File: src/rtl/spi_reg_bridge_pkg.sv
`timescale 1ns/1ps
package spi_reg_bridge_pkg;

  localparam int unsigned WORD_W = 32;

  typedef enum logic [1:0] {
    FMT_LE_MSBF = 2'b00,
    FMT_BE_MSBF = 2'b01,
    FMT_LE_LSBF = 2'b10,
    FMT_BE_LSBF = 2'b11
  } wire_fmt_e;

  // Word bit carried by serial position k (k = 0 is the first bit on the line).
  function automatic logic [4:0] wire_idx(input logic [1:0] fmt, input logic [4:0] k);
    logic [1:0] slot;
    logic [2:0] pos;
    slot = fmt[0] ? ~k[4:3] : k[4:3];
    pos  = fmt[1] ? k[2:0] : ~k[2:0];
    return {slot, pos};
  endfunction

  // Word -> serial order, bit 31 of the result goes out first.
  function automatic logic [WORD_W-1:0] to_wire(input logic [1:0] fmt,
                                                 input logic [WORD_W-1:0] word);
    logic [WORD_W-1:0] w;
    logic [4:0] kk;
    w = '0;
    for (int k = 0; k < WORD_W; k++) begin
      kk = 5'(k);
      w[~kk] = word[wire_idx(fmt, kk)];
    end
    return w;
  endfunction

  // Serial order -> word.
  function automatic logic [WORD_W-1:0] from_wire(input logic [1:0] fmt,
                                                   input logic [WORD_W-1:0] w);
    logic [WORD_W-1:0] word;
    logic [4:0] kk;
    word = '0;
    for (int k = 0; k < WORD_W; k++) begin
      kk = 5'(k);
      word[wire_idx(fmt, kk)] = w[~kk];
    end
    return word;
  endfunction

endpackage

File: src/rtl/spi_reg_bridge_sync.sv
`timescale 1ns/1ps
module spi_reg_bridge_sync #(
  parameter int unsigned W      = 3,
  parameter int unsigned STAGES = 2,
  parameter logic [W-1:0] RST_VAL = '0
) (
  input  logic         clk,
  input  logic         rst,
  input  logic [W-1:0] d,
  output logic [W-1:0] q
);
  logic [W-1:0] st [STAGES];

  always_ff @(posedge clk) begin
    if (rst) begin
      for (int i = 0; i < STAGES; i++) st[i] <= RST_VAL;
    end else begin
      st[0] <= d;
      for (int i = 1; i < STAGES; i++) st[i] <= st[i-1];
    end
  end

  assign q = st[STAGES-1];
endmodule

File: src/rtl/spi_reg_bridge_cfg.sv
`timescale 1ns/1ps
module spi_reg_bridge_cfg #(
  parameter int unsigned PAD_W = 4,
  parameter int unsigned IF_ID = 2
) (
  input  logic             clk,
  input  logic             rst,
  input  logic             wr_en,
  input  logic             wr_stat,   // 1: status register, 0: format register
  input  logic [1:0]       wr_fmt,
  input  logic [PAD_W-1:0] wr_pad,
  input  logic             wr_clr,
  input  logic             set_flag,
  input  logic             rd_stat,
  output logic [1:0]       fmt,
  output logic [PAD_W-1:0] pad,
  output logic             flag,
  output logic [31:0]      rd_word
);
  logic [31:0] stat_word;

  always_ff @(posedge clk) begin
    if (rst) begin
      fmt  <= 2'b00;
      pad  <= '0;
      flag <= 1'b0;
    end else begin
      if (wr_en && !wr_stat) fmt <= wr_fmt;
      if (wr_en && wr_stat)  pad <= wr_pad;
      if (set_flag)                         flag <= 1'b1;
      else if (wr_en && wr_stat && wr_clr)  flag <= 1'b0;
    end
  end

  always_comb begin
    stat_word = '0;
    stat_word[31:24] = 8'(IF_ID);
    stat_word[16] = flag;
    stat_word[PAD_W-1:0] = pad;
    rd_word = rd_stat ? stat_word : {30'b0, fmt};
  end

  // the flag only rises after an overrun event
  a_r7_flag_source: assert property (@(posedge clk) disable iff (rst)
    $rose(flag) |-> $past(set_flag));
  // the flag holds unless explicitly cleared
  a_r7_flag_sticky: assert property (@(posedge clk) disable iff (rst)
    (flag && !(wr_en && wr_stat && wr_clr)) |=> flag);
  // defaults after reset
  a_r9_cfg_defaults: assert property (@(posedge clk)
    $past(rst) |-> (fmt == 2'b00 && pad == '0 && !flag));
endmodule

File: src/rtl/spi_reg_bridge_port.sv
`timescale 1ns/1ps
module spi_reg_bridge_port #(
  parameter int unsigned ADDR_W = 23
) (
  input  logic              clk,
  input  logic              rst,
  input  logic              start_rd,
  input  logic              start_wr,
  input  logic [ADDR_W-1:0] addr,
  input  logic [31:0]       wdata,
  output logic [ADDR_W-1:0] bus_addr,
  output logic [31:0]       bus_wdata,
  output logic              bus_we,
  output logic              bus_re,
  input  logic [31:0]       bus_rdata,
  input  logic              bus_ack,
  output logic              rd_done,
  output logic [31:0]       rd_data
);
  always_ff @(posedge clk) begin
    if (rst) begin
      bus_we    <= 1'b0;
      bus_re    <= 1'b0;
      bus_addr  <= '0;
      bus_wdata <= '0;
      rd_done   <= 1'b0;
      rd_data   <= '0;
    end else begin
      rd_done <= 1'b0;
      if ((bus_re || bus_we) && bus_ack) begin
        if (bus_re) begin
          rd_done <= 1'b1;
          rd_data <= bus_rdata;
        end
        bus_re <= 1'b0;
        bus_we <= 1'b0;
      end else if (!(bus_re || bus_we)) begin
        if (start_rd) begin
          bus_re   <= 1'b1;
          bus_addr <= addr;
        end else if (start_wr) begin
          bus_we    <= 1'b1;
          bus_addr  <= addr;
          bus_wdata <= wdata;
        end
      end
    end
  end

  // read request held with a stable address until acknowledged
  a_r3_re_hold: assert property (@(posedge clk) disable iff (rst)
    (bus_re && !bus_ack) |=> (bus_re && $stable(bus_addr)));
  // write request held with stable address and data until acknowledged
  a_r2_we_hold: assert property (@(posedge clk) disable iff (rst)
    (bus_we && !bus_ack) |=> (bus_we && $stable(bus_addr) && $stable(bus_wdata)));
  // never both requests at once
  a_r2_one_request: assert property (@(posedge clk) disable iff (rst)
    !(bus_we && bus_re));
  // read completion only follows an acknowledged read
  a_r3_done_after_ack: assert property (@(posedge clk) disable iff (rst)
    rd_done |-> $past(bus_re && bus_ack));
endmodule

File: src/rtl/spi_reg_bridge.sv
`timescale 1ns/1ps
module spi_reg_bridge
  import spi_reg_bridge_pkg::*;
#(
  parameter int unsigned HDR_W       = 24,
  parameter int unsigned PAD_W       = 4,
  parameter int unsigned IF_ID       = 2,
  parameter int unsigned CFG_BASE    = 0,
  parameter int unsigned SYNC_STAGES = 2
) (
  input  logic              clk,
  input  logic              rst,
  input  logic              spi_sclk,
  input  logic              spi_cs_n,
  input  logic              spi_mosi,
  output logic              spi_miso,
  output logic [HDR_W-2:0]  bus_addr,
  output logic [31:0]       bus_wdata,
  output logic              bus_we,
  output logic              bus_re,
  input  logic [31:0]       bus_rdata,
  input  logic              bus_ack
);
  localparam int unsigned ADDR_W   = HDR_W - 1;
  localparam int unsigned MAX_BITS = HDR_W + 8 * ((1 << PAD_W) - 1) + WORD_W;
  localparam int unsigned CNT_W    = $clog2(MAX_BITS + 1);
  localparam logic [ADDR_W-1:0] CTRL_A = ADDR_W'(CFG_BASE);
  localparam logic [ADDR_W-1:0] STAT_A = ADDR_W'(CFG_BASE + 1);
  localparam logic [CNT_W-1:0]  HDR_LAST  = CNT_W'(HDR_W - 1);
  localparam logic [CNT_W-1:0]  DATA_LAST = CNT_W'(HDR_W + WORD_W - 1);

  // ---------------- pin synchronization and edge detection
  logic [2:0] pins_s;
  logic sclk_s, cs_s, mosi_s, sclk_d, cs_d;

  spi_reg_bridge_sync #(.W(3), .STAGES(SYNC_STAGES), .RST_VAL(3'b010)) u_sync (
    .clk(clk), .rst(rst),
    .d({spi_sclk, spi_cs_n, spi_mosi}),
    .q(pins_s)
  );
  assign {sclk_s, cs_s, mosi_s} = pins_s;

  always_ff @(posedge clk) begin
    if (rst) begin
      sclk_d <= 1'b0;
      cs_d   <= 1'b1;
    end else begin
      sclk_d <= sclk_s;
      cs_d   <= cs_s;
    end
  end

  logic sck_rise, sck_fall, frame_start;
  assign sck_rise    = sclk_s && !sclk_d && !cs_s;
  assign sck_fall    = !sclk_s && sclk_d && !cs_s;
  assign frame_start = cs_d && !cs_s;

  // ---------------- frame state
  logic [CNT_W-1:0]   cnt;
  logic [HDR_W-2:0]   hdr_sr;
  logic [WORD_W-2:0]  rx_sr;
  logic [WORD_W-1:0]  tx_sr, rbuf, tx_word;
  logic [ADDR_W-1:0]  addr_q;
  logic               is_wr, is_rd, rvalid, miso_q;

  logic [HDR_W-1:0]   hdr_next;
  logic [WORD_W-1:0]  rx_next, wr_word;
  logic [ADDR_W-1:0]  hdr_addr;
  logic               hdr_wr, hdr_local, q_local;
  logic               hdr_done, data_done, pay_start;
  logic [CNT_W-1:0]   load_at;

  // config and bus port
  logic [1:0]       fmt;
  logic [PAD_W-1:0] pad;
  logic             flag;
  logic [31:0]      cfg_rd;
  logic             rd_done;
  logic [31:0]      rd_data;

  assign hdr_next  = {hdr_sr, mosi_s};
  assign rx_next   = {rx_sr, mosi_s};
  assign hdr_wr    = hdr_next[HDR_W-1];
  assign hdr_addr  = hdr_next[ADDR_W-1:0];
  assign hdr_local = (hdr_addr == CTRL_A) || (hdr_addr == STAT_A);
  assign q_local   = (addr_q == CTRL_A) || (addr_q == STAT_A);
  assign hdr_done  = sck_rise && (cnt == HDR_LAST);
  assign data_done = sck_rise && is_wr && (cnt == DATA_LAST);
  assign load_at   = CNT_W'(HDR_W) + CNT_W'({pad, 3'b000});
  assign pay_start = sck_fall && is_rd && (cnt == load_at);
  assign wr_word   = from_wire(fmt, rx_next);
  assign tx_word   = rvalid ? to_wire(fmt, rbuf) : '0;

  spi_reg_bridge_cfg #(.PAD_W(PAD_W), .IF_ID(IF_ID)) u_cfg (
    .clk(clk), .rst(rst),
    .wr_en(data_done && q_local),
    .wr_stat(addr_q == STAT_A),
    .wr_fmt(wr_word[1:0]),
    .wr_pad(wr_word[PAD_W-1:0]),
    .wr_clr(wr_word[16]),
    .set_flag(pay_start && !rvalid),
    .rd_stat(hdr_addr == STAT_A),
    .fmt(fmt), .pad(pad), .flag(flag),
    .rd_word(cfg_rd)
  );

  spi_reg_bridge_port #(.ADDR_W(ADDR_W)) u_port (
    .clk(clk), .rst(rst),
    .start_rd(hdr_done && !hdr_wr && !hdr_local),
    .start_wr(data_done && !q_local),
    .addr(hdr_done ? hdr_addr : addr_q),
    .wdata(wr_word),
    .bus_addr(bus_addr), .bus_wdata(bus_wdata),
    .bus_we(bus_we), .bus_re(bus_re),
    .bus_rdata(bus_rdata), .bus_ack(bus_ack),
    .rd_done(rd_done), .rd_data(rd_data)
  );

  always_ff @(posedge clk) begin
    if (rst) begin
      cnt    <= '0;
      hdr_sr <= '0;
      rx_sr  <= '0;
      tx_sr  <= '0;
      rbuf   <= '0;
      addr_q <= '0;
      is_wr  <= 1'b0;
      is_rd  <= 1'b0;
      rvalid <= 1'b0;
      miso_q <= 1'b0;
    end else if (cs_s) begin
      is_wr  <= 1'b0;
      is_rd  <= 1'b0;
      miso_q <= 1'b0;
    end else if (frame_start) begin
      cnt    <= '0;
      is_wr  <= 1'b0;
      is_rd  <= 1'b0;
      rvalid <= 1'b0;
      miso_q <= 1'b0;
      tx_sr  <= '0;
    end else begin
      if (sck_rise) begin
        hdr_sr <= hdr_next[HDR_W-2:0];
        rx_sr  <= rx_next[WORD_W-2:0];
        if (cnt != '1) cnt <= cnt + 1'b1;
        if (hdr_done) begin
          addr_q <= hdr_addr;
          is_wr  <= hdr_wr;
          is_rd  <= !hdr_wr;
          if (!hdr_wr && hdr_local) begin
            rbuf   <= cfg_rd;
            rvalid <= 1'b1;
          end
        end
      end
      if (rd_done && is_rd) begin
        rbuf   <= rd_data;
        rvalid <= 1'b1;
      end
      if (sck_fall && is_rd) begin
        if (cnt == load_at) begin
          miso_q <= tx_word[WORD_W-1];
          tx_sr  <= {tx_word[WORD_W-2:0], 1'b0};
        end else if (cnt > load_at) begin
          miso_q <= tx_sr[WORD_W-1];
          tx_sr  <= {tx_sr[WORD_W-2:0], 1'b0};
        end
      end
    end
  end

  assign spi_miso = miso_q;

  // MISO idles low whenever the frame is not selected
  a_r11_idle_low: assert property (@(posedge clk) disable iff (rst)
    cs_s |=> !spi_miso);
  // a new frame always decodes from bit 0
  a_r8_restart: assert property (@(posedge clk) disable iff (rst)
    frame_start |=> (cnt == '0));
  // a bus write only starts after all data bits of the frame
  a_r8_write_complete: assert property (@(posedge clk) disable iff (rst)
    $rose(bus_we) |-> $past(data_done));
  // a bus read only starts right after a header completes
  a_r3_read_on_header: assert property (@(posedge clk) disable iff (rst)
    $rose(bus_re) |-> $past(hdr_done));
  // configuration addresses never reach the bus
  a_r10_local_only: assert property (@(posedge clk) disable iff (rst)
    (bus_re || bus_we) |-> !(bus_addr == CTRL_A || bus_addr == STAT_A));
endmodule

File: config.mk
export PLATFORM = sky130hd
export DESIGN_NAME = spi_reg_bridge
export DESIGN_NICKNAME = d
export VERILOG_FILES = /design/src/rtl/spi_reg_bridge_pkg.sv /design/src/rtl/spi_reg_bridge_sync.sv /design/src/rtl/spi_reg_bridge_cfg.sv /design/src/rtl/spi_reg_bridge_port.sv /design/src/rtl/spi_reg_bridge.sv
export SDC_FILE = /design/constraint.sdc
export NUM_CORES = 1
export LEC_CHECK = 0
export BUFFER_PORTS_ARGS = -buffer_cell sky130_fd_sc_hd__buf_2
export CAP_MARGIN = 20
export CORE_MARGIN = 3
export CORE_UTILIZATION = 60
export DETAILED_ROUTE_END_ITERATION = 6
export PLACE_DENSITY = 0.76
export SLEW_MARGIN = 20
export SYNTH_ARGS = -nofsm -noshare
export SYNTH_HDL_FRONTEND = slang
export SYNTH_SLANG_ARGS = --single-unit
File: constraint.sdc
create_clock -name clk -period 2.75 [get_ports clk]
set_input_delay 0.1375 -clock clk [delete_from_list [all_inputs] [get_ports clk]]
set_output_delay 0.1375 -clock clk [all_outputs]
set_load 0.005 [all_outputs]
==> summary.md, run 1 <==
| Metric | Value |
|---|---|
| Post-synth EDFFs | `0` |
| Final Hold Viols | `0` |
| Clock transition at path regs | `0.06 ns` |
| Tot Pwr | `7.04 mW` |
| Final Max Tran Viols | `0` |
| Hold crit path type | `in -> reg` |
| Routed wire length | `27300 um` |
| Root Buffer | `clkbuf_16` |
| Post-DP HPWL | `17700 um` |
| Period minus WS final | `2.55 ns` |
| H-tree Lvls | `1` |
| TritonCTS clock tree | `yes` |
| CP Max Fanout | `26` |
| RD Place Congestion | `0.838` |
| Clock power share | `0.496` |
| Clock Sinks | `234` |
| Setup tns final | `0 ns` |
| Cell Rows | `48` |
| Vias in the first global route | `8798` |
| Insertion delay to the later sink of the worst-skew pair | `0.51 ns` |
| Worst slew pin tran | `0.589 ns` |
| Routed len/inst | `17.1 um` |
| CP Data Arrival Time | `2.92 ns` |
| Slowest CP cell | `or4b_1` |
| Total Routing Usage GR | `0.272` |
| Maxcap violations | `0` |
| Status | `finished clean` |
| Critical path origin | `cnt[0]` |
| First-pass GRT wire length | `45000 um` |
| Psw | `1.43 mW` |
| Largest net degree at the start of global routing | `128` |
| Yosys reg bits | `234` |
| Switching Fraction | `0.203` |
| Drt pass-1 iters | `5` |
| Max Fclk | `392 MHz` |
| Period Utilization, post-route | `0.928` |
| Chip Width | `140 um` |
| Post-synthesis sequential area ratio | `0.436` |
| Crit path cell chain | `ha_1, or4b_4, nor4_4, or4b_1, buf_4, nand3_1, a21oi_1` |
| Net count after synthesis | `1306` |
| WS Path Type | `reg -> reg` |
| Routed Antenna Nets | `0` |
| Grt ovf | `0` |
| VDD IR max | `0.482 mV` |
| Total CTS buffers | `24` |
| Antenna violations before repair | `0` |
| Post-synthesis cell type count | `52` |
| Via-per-instance ratio | `5.86` |
| Syn avg cell area | `8.54 sq um` |
| Fin area | `12700 sq um` |
| CP Capture Type | `register` |
| Port buffer count | `95` |
| Unrepaired setup endpoints after global routing | `no` |
| Final setup fails | `0` |
| Crit path launch type | `register` |
| Vert. Die Dim | `140 um` |
| Dpl cell area | `11500 sq um` |
| Mapped cell area | `10800 sq um` |
| Layout cells sized above 1 | `0.181` |
| Nets@finish | `1402` |
| Antenna Diode Count | `0` |
| Cells after Synth | `1260` |
| Yosys warns | `0` |
| Buf+Inv Stages, Crit Path | `1` |
| Reg-to-reg startpoint | `cnt[0]` |
| Worst Hold Launch | `rst` |
| Die area | `19600 sq um` |
| Logic pwr share | `0.022` |
| Iteration-0 DRC Markers | `788` |
| Post-route DRC violation count | `0` |
| Top Ports | `96` |
| Power Dens Cells | `555 nW/um^2` |
| DR vias | `9360` |
| Fin util | `0.728` |
| Pleak | `4.85 nW` |
| Crit-path max cell delay | `0.55 ns` |
| Top_reg_cell synth | `dfxtp_1` |
| Initial Util | `0.618` |
| Clock skew | `0.00953 ns` |
| Area growth from synthesis to layout | `17.9%` |
| Sequential share of power | `0.482` |
| Required @ worst endpoint | `3.12 ns` |
| Slew headroom | `0.602` |
| Internal | `5.61 mW` |
| Post-synth ARST share | `0` |
| Core area | `17400 sq um` |
| Critical path's top delay family | `simple AND/OR/NAND/NOR gates` |
| Clock Tree Buf Depth | `3` |
-- metrics by stage --
| stage | cells | hold slack [ns] | worst slack, ns |
|---|---|---|---|
| after CTS | 1598 | 0.0711 | 0.228 |
| after floorplan | 1260 | 0.233 | 0.312 |
| after global routing | 1598 | 0.0866 | 0.0537 |
| after global placement | 1519 | 0.330 | 0.301 |
| final | 1598 | 0.0746 | 0.198 |
| after detailed placement | 1519 | 0.328 | 0.247 |
-- power by group through the flow --
stage	sequential (mW)	combinational (mW)	clock (mW)
3_3_place_gp	3.47	0.114	0
6_report	3.40	0.156	3.49
4_1_cts	3.40	0.152	3.52
3_5_place_dp	3.47	0.113	0
2_1_floorplan	3.47	0.0663	0
5_1_grt	3.40	0.168	3.66
-- logic make-up after synthesis --
kind of cell    synth area share
compound gates             0.144
simple gates               0.196
xor+xnor                 0.00733
mux                        0.165
fa+ha+maj                0.00931
flops                      0.436
buf+inv                   0.0419
-- placed cells by master, fill, tap and decap left out, drive strengths merged, types with 2 or more instances in the layout --
cell         instances
o21a                 3
nor4                10
mux2i              100
o2bb2ai             30
xnor2                2
or4b                 2
o41ai                3
nor4b                2
or3                  2
mux2                53
nor2                76
and3                24
clkbuf              38
a21oi              151
o211ai              15
dfxtp              234
a211oi               7
mux4                 8
nand2              294
o2111ai              2
nand2b               3
clkinv               2
a311oi               6
and2                 2
and4                 2
buf                133
nor2b                8
nand4                7
or2                  4
ha                   8
inv                  9
xor2                 7
dlygate4sd3         36
bufinv               3
nand3               34
o21ai               22
nor3                 8
a21o                 2
a22oi               14
-- layer usage --
layer  up-vias  global-route usage  wire length [um]
li1       4576                   -                 -
met1      4471               0.398             12500
met2       264               0.416             12400
met3        49              0.0519              1950
met4         0              0.0709               538
met5         -                   0                 0
-- cell usage after synthesis (all sizes together), types with 2 or more instances --
| master | instances | area share |
|---|---|---|
| inv | 9 | 0.0031 |
| a211oi | 7 | 0.0049 |
| o41ai | 3 | 0.0024 |
| nor2b | 8 | 0.0047 |
| nor3 | 8 | 0.0048 |
| ha | 8 | 0.0093 |
| a21oi | 151 | 0.070 |
| a22oi | 14 | 0.0098 |
| or2 | 4 | 0.0023 |
| or3 | 2 | 0.0012 |
| and4 | 2 | 0.0016 |
| nand4 | 7 | 0.0041 |
| nor2 | 76 | 0.027 |
| xor2 | 7 | 0.0057 |
| or4b | 2 | 0.0022 |
| and2 | 2 | 0.0012 |
| o21ai | 22 | 0.010 |
| nor4 | 10 | 0.0072 |
| nand2b | 3 | 0.0017 |
| mux2i | 100 | 0.093 |
| o2111ai | 2 | 0.0016 |
| o211ai | 15 | 0.010 |
| xnor2 | 2 | 0.0016 |
| mux4 | 8 | 0.017 |
| nand2 | 294 | 0.10 |
| buf | 24 | 0.013 |
| o21a | 3 | 0.0021 |
| mux2 | 53 | 0.055 |
| a311oi | 6 | 0.0049 |
| nor4b | 2 | 0.0022 |
| o2bb2ai | 30 | 0.024 |
| and3 | 24 | 0.014 |
| clkbuf | 75 | 0.026 |
| dfxtp | 234 | 0.44 |
| a21o | 2 | 0.0014 |
| nand3 | 34 | 0.016 |
-- area by class of cell --
type	count	area [sq um]
multi-input combinational	918	5650
timing repair buffer	169	1170
clock buffer	38	754
inverter	9	33.8
tap	225	282
sequential	234	4690
clock inverter	5	100
fill	1343	4730
-- state kept, by name (all words and copies together) (netlist names), 9 cells and up --
name / cells
u_port.bus_wdata: 32
rbuf: 32
u_port.rd_data: 32
tx_sr: 31
rx_sr: 9
hdr_sr: 22
u_port.bus_addr: 23
addr_q: 23
-- final timing paths --
| kind | endpoint | slack, ns | cells after the start |
|---|---|---|---|
| worst max-delay path | rbuf[18] | 0.20 | 7 |
| worst min-delay path | u_sync.st[0][5] | 0.07 | 2 |
| worst max register to register | rbuf[18] | 0.20 | 7 |
| worst min register to register | u_sync.st[0][4] | 0.41 | 1 |
-- repair_timing --
item,4_1_cts,5_1_grt
buffers inserted,0,0
gates resized for setup,0,0
hold buffers,36,0
hold endpoints to repair,37,0
(Power assumes the default switching activity.)
==> run 2, diff against run 1 <==
Settings changed: CORE_UTILIZATION 60 to 48, GPL_TIMING_DRIVEN set to 0, PLACE_DENSITY 0.76 to 0.63.
Clock period 2.75 ns to 3.15 ns, I/O delays scaled along.
==> run 2 against run 1 <==
Hold slack improved by 0.16 ns; die area rose by 24%; design area rose by 1.3%.
==> summary.md, run 2 (same netlist as run 1, synthesis figures left out) <==
| Metric | Value |
|---|---|
| # resized after CTS | `0` |
| Fillcell total | `2042` |
| Vert. Die Dim | `156 um` |
| Via-per-instance ratio | `5.48` |
| Maxcap violations | `0` |
| Die area | `24200 sq um` |
| Grt ovf | `0` |
| TritonCTS clock tree | `yes` |
| Regs by FF count | `rbuf: 32 flops, u_port.bus_wdata: 32 flops, u_port.rd_data: 32 flops` |
| WS Path Type | `reg -> reg` |
| Routed Antenna Nets | `0` |
| Critical Path End | `tx_sr[12]` |
| FF-to-FF setup slack | `0.28 ns` |
| RD Place Congestion | `0.875` |
| Antenna violations before repair | `0` |
| Routed len/inst | `18.0 um` |
| Dpl cell area | `11600 sq um` |
| Final Hold Viols | `0` |
| Core area | `21900 sq um` |
| WP depth | `11` |
| Drt pass-1 iters | `5` |
| Period minus WS final | `2.87 ns` |
| Clock Sinks | `234` |
| DR vias | `9420` |
| Commonest non-fill, non-tap cell in the layout | `nand2_1` |
| CP Capture Type | `register` |
| Clock skew | `0.0167 ns` |
| Nets@finish | `1464` |
| CP Data Arrival Time | `3.27 ns` |
| Pleak | `4.84 nW` |
| Hold path depth | `3` |
| CP Max Fanout | `10` |
| Area growth from synthesis to layout | `19.4%` |
| Unrepaired setup endpoints after global routing | `no` |
| Root Buffer | `clkbuf_16` |
| Period Utilization, post-route | `0.912` |
| Clock transition at path regs | `0.06 ns` |
| Post-route DRC violation count | `0` |
| Chip Width | `156 um` |
| Storage element area | `4680 sq um` |
| Finished Layout Cells | `1718` |
| Cell Rows | `54` |
| Initial Util | `0.491` |
| Most frequent cells in the layout | `294 x nand2_1, 234 x dfxtp_1, 151 x a21oi_1` |
| Hold crit path type | `in -> reg` |
| Insertion delay to the later sink of the worst-skew pair | `0.54 ns` |
| Critical path origin | `u_cfg.pad[0]` |
| Largest net degree at the start of global routing | `14` |
| Post-DP HPWL | `22600 um` |
| Worst slew pin tran | `0.916 ns` |
| VDD IR max | `0.438 mV` |
| Multi-input gate area | `5630 sq um` |
| Fin area | `12800 sq um` |
| Worst Reg-to-Reg Cells | `11` |
| Buf+Inv Stages, Crit Path | `3` |
| Antenna Diode Count | `0` |
| Hold buffer count at CTS | `36` |
| Power Dens Cells | `488 nW/um^2` |
| Placed cell count | `1634` |
| Status | `finished clean` |
| Total Routing Usage GR | `0.251` |
| Crit-path max cell delay | `0.43 ns` |
| Total CTS buffers | `26` |
| Crit path launch type | `register` |
| Max Fclk | `348 MHz` |
| R2r endpoint | `tx_sr[12]` |
| Crit path cell chain | `inv_1, ha_1, xor2_1, ha_1, a21o_1, a21o_1, or3b_2, clkbuf_1, nand4_1, clkbuf_1, o2bb2ai_1` |
| Slew headroom | `0.385` |
| Final Max Tran Viols | `0` |
| Vias in the first global route | `9034` |
| Final setup fails | `0` |
| H-tree Lvls | `1` |
| Critical path's top delay family | `buffers and inverters` |
| Slowest CP cell | `or3b_2` |
| Post-CTS setup buffer count | `0` |
| Top Ports | `96` |
| Routed wire length | `30900 um` |
| Reg-to-reg startpoint | `u_cfg.pad[0]` |
| Port buffer count | `94` |
| Iteration-0 DRC Markers | `762` |
| Required @ worst endpoint | `3.55 ns` |
| Tot Pwr | `6.27 mW` |
| Layout cells sized above 1 | `0.159` |
| Setup tns final | `0 ns` |
| Clock Tree Buf Depth | `3` |
| First-pass GRT wire length | `49300 um` |
-- run 2: cell count changes in the layout (fill, tap and decap cells not counted), sizes merged --
cell	change
bufinv	-1
clkinv	+5
inv	+1
buf	-15
clkbuf	+75
-- run 2: final cells by class --
type	count	area share
multi-input cells	918	0.438
well taps	280	0.0273
inverters	9	0.00263
clock inverters	10	0.00896
repair buffers	130	0.0647
plain buffers	99	0.0324
flip-flops and latches	234	0.365
clock buffers	38	0.0612
-- run 2: worst min-delay path by stage --
stage             start            endpoint  slack, ns
6_report            rst  u_port.bus_addr[0]       0.23
5_1_grt             rst  u_port.bus_addr[0]       0.25
3_5_place_dp   spi_cs_n     u_sync.st[0][1]       0.35
3_3_place_gp   spi_cs_n     u_sync.st[0][1]       0.35
4_1_cts             rst  u_port.bus_addr[0]       0.21
2_1_floorplan   bus_ack       u_port.bus_we       0.25
-- run 2: tightest hold or removal path, cell delays in order --
cell and delay (ns):
clkbuf_1 0.25, nor2b_1 0.18, mux2_2 0.14
-- run 2: power breakdown --
group          internal (mW)  total [mW]  switching [mW]
combinational         0.0607       0.152          0.0909
clock                   1.89        3.15            1.25
sequential              2.96        2.97         0.00335
-- run 2: layer usage --
| layer | routed length [um] | GRT usage |
|---|---|---|
| met5 | 0 | 0 |
| met3 | 1610 | 0.0386 |
| met1 | 15200 | 0.373 |
| met2 | 13600 | 0.385 |
| met4 | 574 | 0.0563 |
-- run 2: through the flow --
stage / utilization / setup slack [ns] / hold slack (ns)
after floorplan: - / 0.712 / 0.253
after global placement: 0.529 / 0.339 / 0.350
after detailed placement: 0.529 / 0.302 / 0.348
after CTS: 0.586 / 0.291 / 0.213
after global routing: 0.587 / 0.106 / 0.247
final: 0.587 / 0.277 / 0.233
